`config.mk`:
```
export PLATFORM = sky130hd
export DESIGN_NAME = muldiv_unit
export DESIGN_NICKNAME = d
export VERILOG_FILES = /design/src/rtl/muldiv_pkg.sv /design/src/rtl/muldiv_mul_path.sv /design/src/rtl/muldiv_div_iter.sv /design/src/rtl/muldiv_div_fix.sv /design/src/rtl/muldiv_unit.sv
export SDC_FILE = /design/constraint.sdc
export NUM_CORES = 1
export LEC_CHECK = 0
export ABC_AREA = 1
export BUFFER_PORTS_ARGS = -buffer_cell sky130_fd_sc_hd__buf_2
export CAP_MARGIN = 40
export CORE_ASPECT_RATIO = 0.75
export CORE_MARGIN = 5
export CORE_UTILIZATION = 60
export CTS_CLUSTER_DIAMETER = 80
export CTS_CLUSTER_SIZE = 12
export DETAILED_ROUTE_END_ITERATION = 6
export PLACE_DENSITY = 0.79
export SLEW_MARGIN = 0
export SYNTH_ARGS = -nofsm -noshare
export SYNTH_HDL_FRONTEND = slang
export SYNTH_SLANG_ARGS = --single-unit
```
`constraint.sdc`:
```
create_clock -name clk -period 8.65 [get_ports clk]
set_clock_uncertainty 0.2 [all_clocks]
set_input_delay 1.73 -clock clk [delete_from_list [all_inputs] [get_ports clk]]
set_output_delay 1.73 -clock clk [all_outputs]
set_load 0.005 [all_outputs]
```
`src/rtl/muldiv_pkg.sv`:
```
package muldiv_pkg;

    typedef enum logic [2:0] {
        S_IDLE      = 3'd0,
        S_MUL       = 3'd1,
        S_DIV_CHECK = 3'd2,
        S_DIV_RUN   = 3'd3,
        S_DIV_FIX   = 3'd4,
        S_DONE      = 3'd5
    } md_state_t;

    typedef enum logic {
        OP_MUL = 1'b0,
        OP_DIV = 1'b1
    } md_op_t;

    typedef struct packed {
        logic n;
        logic z;
        logic v;
        logic c;
    } md_cc_t;

    localparam md_cc_t CC_CLEAR    = '{n: 1'b0, z: 1'b0, v: 1'b0, c: 1'b0};
    localparam md_cc_t CC_DIV_ZERO = '{n: 1'b0, z: 1'b1, v: 1'b1, c: 1'b1};
    localparam md_cc_t CC_DIV_ODD  = '{n: 1'b1, z: 1'b1, v: 1'b1, c: 1'b0};

endpackage

```
`src/rtl/muldiv_mul_path.sv`:
```
module muldiv_mul_path
    import muldiv_pkg::*;
#(
    parameter int W = 16
) (
    input  logic [W-1:0] mcand,
    input  logic [W-1:0] mplier,
    output logic [W-1:0] prod_hi,
    output logic [W-1:0] prod_lo,
    output md_cc_t       cc
);
    localparam int DW = 2 * W;

    logic signed [DW-1:0] product;
    logic [W:0]           upper_bits;
    logic                 fits_word;

    always_comb begin
        product    = $signed(mcand) * $signed(mplier);
        prod_hi    = product[DW-1:W];
        prod_lo    = product[W-1:0];
        // The product fits a signed word when bits DW-1..W-1 all agree.
        upper_bits = product[DW-1:W-1];
        fits_word  = (&upper_bits) | ~(|upper_bits);
        cc.n       = product[DW-1];
        cc.z       = (product == '0);
        cc.v       = 1'b0;
        cc.c       = ~fits_word;
    end

endmodule

```
`src/rtl/muldiv_div_iter.sv`:
```
module muldiv_div_iter #(
    parameter int W = 16
) (
    input  logic          clk,
    input  logic          rst,
    input  logic          load,
    input  logic          step,
    input  logic [2*W-1:0] dividend,
    input  logic [W-1:0]  divisor,
    output logic [2*W-1:0] q_mag,
    output logic [W-1:0]  r_mag,
    output logic          last
);
    localparam int DW = 2 * W;
    localparam int CW = $clog2(DW);

    logic [DW-1:0] shift_q;
    logic [W-1:0]  rem_q;
    logic [W-1:0]  dsr_q;
    logic [CW-1:0] cnt_q;

    logic [DW-1:0] dvd_abs;
    logic [W-1:0]  dsr_abs;
    logic [W:0]    rem_sh;
    logic [W:0]    diff;
    logic          take;

    always_comb begin
        dvd_abs = dividend[DW-1] ? (~dividend + 1'b1) : dividend;
        dsr_abs = divisor[W-1] ? (~divisor + 1'b1) : divisor;
        rem_sh  = {rem_q, shift_q[DW-1]};
        diff    = rem_sh - {1'b0, dsr_q};
        // rem_q < dsr_q keeps rem_sh below 2*dsr_q, so the top bit of
        // the difference is set exactly when the subtraction borrows.
        take    = ~diff[W];
    end

    always_ff @(posedge clk) begin
        if (rst) begin
            shift_q <= '0;
            rem_q   <= '0;
            dsr_q   <= '0;
            cnt_q   <= '0;
        end else if (load) begin
            shift_q <= dvd_abs;
            rem_q   <= '0;
            dsr_q   <= dsr_abs;
            cnt_q   <= CW'(DW - 1);
        end else if (step) begin
            shift_q <= {shift_q[DW-2:0], take};
            rem_q   <= take ? diff[W-1:0] : rem_sh[W-1:0];
            cnt_q   <= cnt_q - 1'b1;
        end
    end

    assign q_mag = shift_q;
    assign r_mag = rem_q;
    assign last  = (cnt_q == '0);

endmodule

```
`src/rtl/muldiv_div_fix.sv`:
```
module muldiv_div_fix
    import muldiv_pkg::*;
#(
    parameter int W = 16
) (
    input  logic [2*W-1:0] q_mag,
    input  logic [W-1:0]   r_mag,
    input  logic           dvd_neg,
    input  logic           dsr_neg,
    output logic [W-1:0]   quot,
    output logic [W-1:0]   rem,
    output logic           ovf,
    output md_cc_t         cc
);
    localparam int DW = 2 * W;
    localparam logic [DW-1:0] LIM_POS = {{(W+1){1'b0}}, {(W-1){1'b1}}};
    localparam logic [DW-1:0] LIM_NEG = LIM_POS + 1'b1;

    logic q_neg;

    always_comb begin
        q_neg = dvd_neg ^ dsr_neg;
        ovf   = q_neg ? (q_mag > LIM_NEG) : (q_mag > LIM_POS);
        quot  = q_neg ? (~q_mag[W-1:0] + 1'b1) : q_mag[W-1:0];
        rem   = dvd_neg ? (~r_mag + 1'b1) : r_mag;
        if (ovf) begin
            cc   = CC_CLEAR;
            cc.v = 1'b1;
        end else begin
            cc   = CC_CLEAR;
            cc.n = quot[W-1];
            cc.z = (quot == '0);
        end
    end

endmodule

```
`src/rtl/muldiv_unit.sv`:
```
module muldiv_unit
    import muldiv_pkg::*;
#(
    parameter int W = 16
) (
    input  logic         clk,
    input  logic         rst,
    input  logic         start,
    input  logic         op,
    input  logic [W-1:0] pair_hi,
    input  logic [W-1:0] pair_lo,
    input  logic [W-1:0] src,
    output logic         busy,
    output logic         done,
    output logic         wr_en,
    output logic [W-1:0] res_hi,
    output logic [W-1:0] res_lo,
    output logic         flag_n,
    output logic         flag_z,
    output logic         flag_v,
    output logic         flag_c
);
    localparam int DW = 2 * W;
    localparam logic [DW-1:0] ODD_DIVIDEND = {1'b1, {(DW-1){1'b0}}};
    localparam logic [W-1:0]  ODD_DIVISOR  = W'(1);

    md_state_t state_q, state_d;

    md_op_t        op_q;
    logic [W-1:0]  hi_q, lo_q, src_q;

    logic [W-1:0]  res_hi_q, res_lo_q;
    md_cc_t        cc_q;
    logic          wr_q;

    logic          div_zero, div_odd, div_early;
    logic          div_load, div_step, div_last;
    logic [DW-1:0] div_qmag;
    logic [W-1:0]  div_rmag;

    logic [W-1:0]  mul_hi, mul_lo;
    md_cc_t        mul_cc;

    logic [W-1:0]  fix_quot, fix_rem;
    logic          fix_ovf;
    md_cc_t        fix_cc;

    // Operand screening for the divide
    always_comb begin
        div_zero  = (src_q == '0);
        div_odd   = ({hi_q, lo_q} == ODD_DIVIDEND) && (src_q == ODD_DIVISOR);
        div_early = div_zero | div_odd;
        div_load  = (state_q == S_DIV_CHECK) && !div_early;
        div_step  = (state_q == S_DIV_RUN);
    end

    muldiv_mul_path #(.W(W)) u_mul (
        .mcand   (hi_q),
        .mplier  (src_q),
        .prod_hi (mul_hi),
        .prod_lo (mul_lo),
        .cc      (mul_cc)
    );

    muldiv_div_iter #(.W(W)) u_div (
        .clk      (clk),
        .rst      (rst),
        .load     (div_load),
        .step     (div_step),
        .dividend ({hi_q, lo_q}),
        .divisor  (src_q),
        .q_mag    (div_qmag),
        .r_mag    (div_rmag),
        .last     (div_last)
    );

    muldiv_div_fix #(.W(W)) u_fix (
        .q_mag   (div_qmag),
        .r_mag   (div_rmag),
        .dvd_neg (hi_q[W-1]),
        .dsr_neg (src_q[W-1]),
        .quot    (fix_quot),
        .rem     (fix_rem),
        .ovf     (fix_ovf),
        .cc      (fix_cc)
    );

    // State register
    always_ff @(posedge clk) begin
        if (rst) begin
            state_q <= S_IDLE;
        end else begin
            state_q <= state_d;
        end
    end

    // Next-state logic
    always_comb begin
        state_d = state_q;
        unique case (state_q)
            S_IDLE: begin
                if (start) begin
                    state_d = (md_op_t'(op) == OP_DIV) ? S_DIV_CHECK : S_MUL;
                end
            end
            S_MUL:       state_d = S_DONE;
            S_DIV_CHECK: state_d = div_early ? S_DONE : S_DIV_RUN;
            S_DIV_RUN:   state_d = div_last ? S_DIV_FIX : S_DIV_RUN;
            S_DIV_FIX:   state_d = S_DONE;
            S_DONE:      state_d = S_IDLE;
            default:     state_d = S_IDLE;
        endcase
    end

    // Operand capture: only an accepted start loads new operands
    always_ff @(posedge clk) begin
        if (rst) begin
            op_q  <= OP_MUL;
            hi_q  <= '0;
            lo_q  <= '0;
            src_q <= '0;
        end else if (state_q == S_IDLE && start) begin
            op_q  <= md_op_t'(op);
            hi_q  <= pair_hi;
            lo_q  <= pair_lo;
            src_q <= src;
        end
    end

    // Output registers
    always_ff @(posedge clk) begin
        if (rst) begin
            res_hi_q <= '0;
            res_lo_q <= '0;
            cc_q     <= CC_CLEAR;
            wr_q     <= 1'b0;
        end else begin
            unique case (state_q)
                S_MUL: begin
                    res_hi_q <= mul_hi;
                    res_lo_q <= mul_lo;
                    cc_q     <= mul_cc;
                    wr_q     <= 1'b1;
                end
                S_DIV_CHECK: begin
                    if (div_early) begin
                        res_hi_q <= hi_q;
                        res_lo_q <= lo_q;
                        cc_q     <= div_zero ? CC_DIV_ZERO : CC_DIV_ODD;
                        wr_q     <= 1'b0;
                    end
                end
                S_DIV_FIX: begin
                    res_hi_q <= fix_ovf ? hi_q : fix_quot;
                    res_lo_q <= fix_ovf ? lo_q : fix_rem;
                    cc_q     <= fix_cc;
                    wr_q     <= ~fix_ovf;
                end
                S_IDLE, S_DIV_RUN, S_DONE: begin
                    wr_q <= wr_q;
                end
                default: begin
                    wr_q <= 1'b0;
                end
            endcase
        end
    end

    always_comb begin
        busy   = (state_q != S_IDLE);
        done   = (state_q == S_DONE);
        wr_en  = done & wr_q;
        res_hi = res_hi_q;
        res_lo = res_lo_q;
        flag_n = done & cc_q.n;
        flag_z = done & cc_q.z;
        flag_v = done & cc_q.v;
        flag_c = done & cc_q.c;
    end

endmodule

```
==> results.toml <==
[routing]
viasPerCell = 5.80
drtIter0Drc = 2463
drtAntennaViolNets = 0
routed_wl_um = 64600
drc = 0
wl_per_cell_um = 19.6
routed-via-count = 19200
detail_route.first_pass.iterations = 7

[worst_setup_path]
end_kind = "register"
critPathMaxStageDelay_ns = 0.87
arrival_ns = 7.34
cp_max_fo = 19
r2r_setup_slack_ns = 1.44
required_ns = 8.79
crit_top_cell = "nand2_1"
critPathSlowestCell = "dfxtp_1"
critical_path_class = "register to register"
start_kind = "register"

[grt]
busiest_layer = "met2"
grt_pass1_vias = 18700
met3_usage = 0.121
grt_usage = 0.346
grtUsageMet2 = 0.495
antenna_found_initial = 0
grt_pass1_wl_um = 102000
use_met1 = 0.492
grt.overflow.total = 0
grt_max_degree = 96

[timing]
tightest_slew_ns = 0.992
final.min_clock_period_ns = 7.21
grt_setup_unrepaired = "false"
slew-limit-headroom = 0.338
period_share = 0.833
fmax_mhz = 139
hold_violations = 0
setup-tns-final_ns = 0
setup_violations = 0
slew_violations = 0
fin_hold_ws_ns = 0.275

[run_status]
status = "completed"

[cts]
clk_latency_ns = 0.45
cts_setup_buffers = 0
cts_sinks = 157
cts_hold_buf = 0
root_buffer = "clkbuf_16"
cts_buffer_depth = 2
cts_buffers = 17
cts_tree = "done"
post_cts_resized = 0
cts.reportedPaths.clkPinSlew_ns = 0.07
cts.htree.levels = 4

[floorplan]
die_w_um = 221
row_count = 58
initial_core_util = 0.604
core_area_um2 = 33300
design.die.area_um2 = 37300
io_pins = 91
die_h_um = 169

[placement]
port-buffer-count = 90
place.gp.congestion = 0.995
placed_area_um2 = 20800
dp_hpwl_um = 51900

[synth]
synth_compound_area_frac = 0.111
yosysWarnings = 0
syn_area_um2 = 20100
yosys.area_share.simple = 0.234
synth_cells = 2840
synth_xor_area_frac = 0.0357
synth_top_family_by_area = "adder cells"
seq_area_frac_synth = 0.156
syn_area_per_cell_um2 = 7.08
synth_cell_type_count = 52
ys_ff_latch = 157
synthMuxAreaShare = 0
syn-num-nets = 3261
synthAdderAreaFrac = 0.328

[cells_and_area]
area_delta_synth_final_pct = 6.27
finalNetCount = 3263
diodes = 0
most-common-layout-cells = "nand2_1 (773), inv_1 (537), fa_1 (263)"
fin_util = 0.642
layout_commonest_cell = "nand2_1"
final_layout_size_suffix_gt1_frac = 0.0701
fin_area_um2 = 21400

[run]
cap_violations = 0

[min_path]
hold_class = "register to register"
## sequential cells by signal (all words and copies together) (netlist names), 4 cells and up
register     cells
u_div.r_mag     16
res_hi          16
cc_q             4
u_div.dsr_q     16
lo_q            16
hi_q            16
res_lo          16
u_div.q_mag     32
u_div.cnt_q      5
src_q           16
## worst paths after layout
kind | endpoint | start | cells past startpoint
max | cc_q[0] | src_q[4] | 28
min | u_div.dsr_q[15] | u_div.dsr_q[15] | 2
max reg2reg | cc_q[0] | src_q[4] | 28
min reg2reg | u_div.dsr_q[15] | u_div.dsr_q[15] | 2
## critical path: cells and delay by family (launching register included)
family	cells	cell delay (ns)
compound gates	2	0.36
flops	1	0.87
simple gates	14	1.42
fa+ha+maj	7	3.39
buf+inv	5	0.82
## logic make-up after synthesis
family | count (synthesis)
AO/OA/AOI/OAI | 402
adder cells (fa/ha/maj) | 369
flip-flops | 157
buffers and inverters | 689
XOR/XNOR | 82
AND/OR/NAND/NOR | 1141
## cells in the mapped netlist, drive strengths merged
library cell  instances  area share
o211ai               17      0.0066
nor2                179       0.035
a21oi               163       0.041
o2111ai               4      0.0021
nor3                 26      0.0080
xor2                 61       0.027
dfxtp               157        0.16
o21ai               132       0.033
nand3b                6      0.0022
a21o                  4      0.0015
nand2               778        0.15
a22oi                11      0.0041
nand4                30      0.0096
a2bb2oi               1     0.00044
o32ai                 1     0.00044
a211oi                3      0.0011
fa                  263        0.26
a32oi                 5      0.0022
ha                  106       0.066
and2                  6      0.0019
nor4                 12      0.0040
a31oi                47       0.015
xnor2                21      0.0091
inv                 555        0.10
o22ai                 5      0.0016
o31ai                 4      0.0015
o21a                  1     0.00037
clkinv                3     0.00087
clkbuf               64       0.012
o21bai                4      0.0015
nand3                99       0.025
buf                  67       0.019
or2                   5      0.0016
## through the flow
| stage | std cells | setup WS [ns] |
|---|---|---|
| 5_1_grt | 3305 | 0.908 |
| 2_1_floorplan | 2840 | 1.75 |
| 4_1_cts | 3304 | 1.51 |
| 3_3_place_gp | 3261 | 1.52 |
| 6_report | 3305 | 1.44 |
| 3_5_place_dp | 3272 | 1.52 |
## routing by layer
| metal | part of all wire | vias to the layer above |
|---|---|---|
| met3 | 0.14 | 186 |
| met1 | 0.42 | 9075 |
| met4 | 0.039 | 0 |
| met5 | 0 | - |
| li1 | - | 8740 |
| met2 | 0.40 | 1180 |
## final cells by class
type	count	area, um^2
timing repair buffer	114	741
multi-input combinational	1994	14300
clock inverter	13	106
clock buffer	19	453
fill	2980	11900
inverter	558	2100
sequential	157	3140
tap	450	563
Power is left out: the tool's default activity adds up to more than one toggle a clock period on the data nets, which glitch-free logic cannot reach.
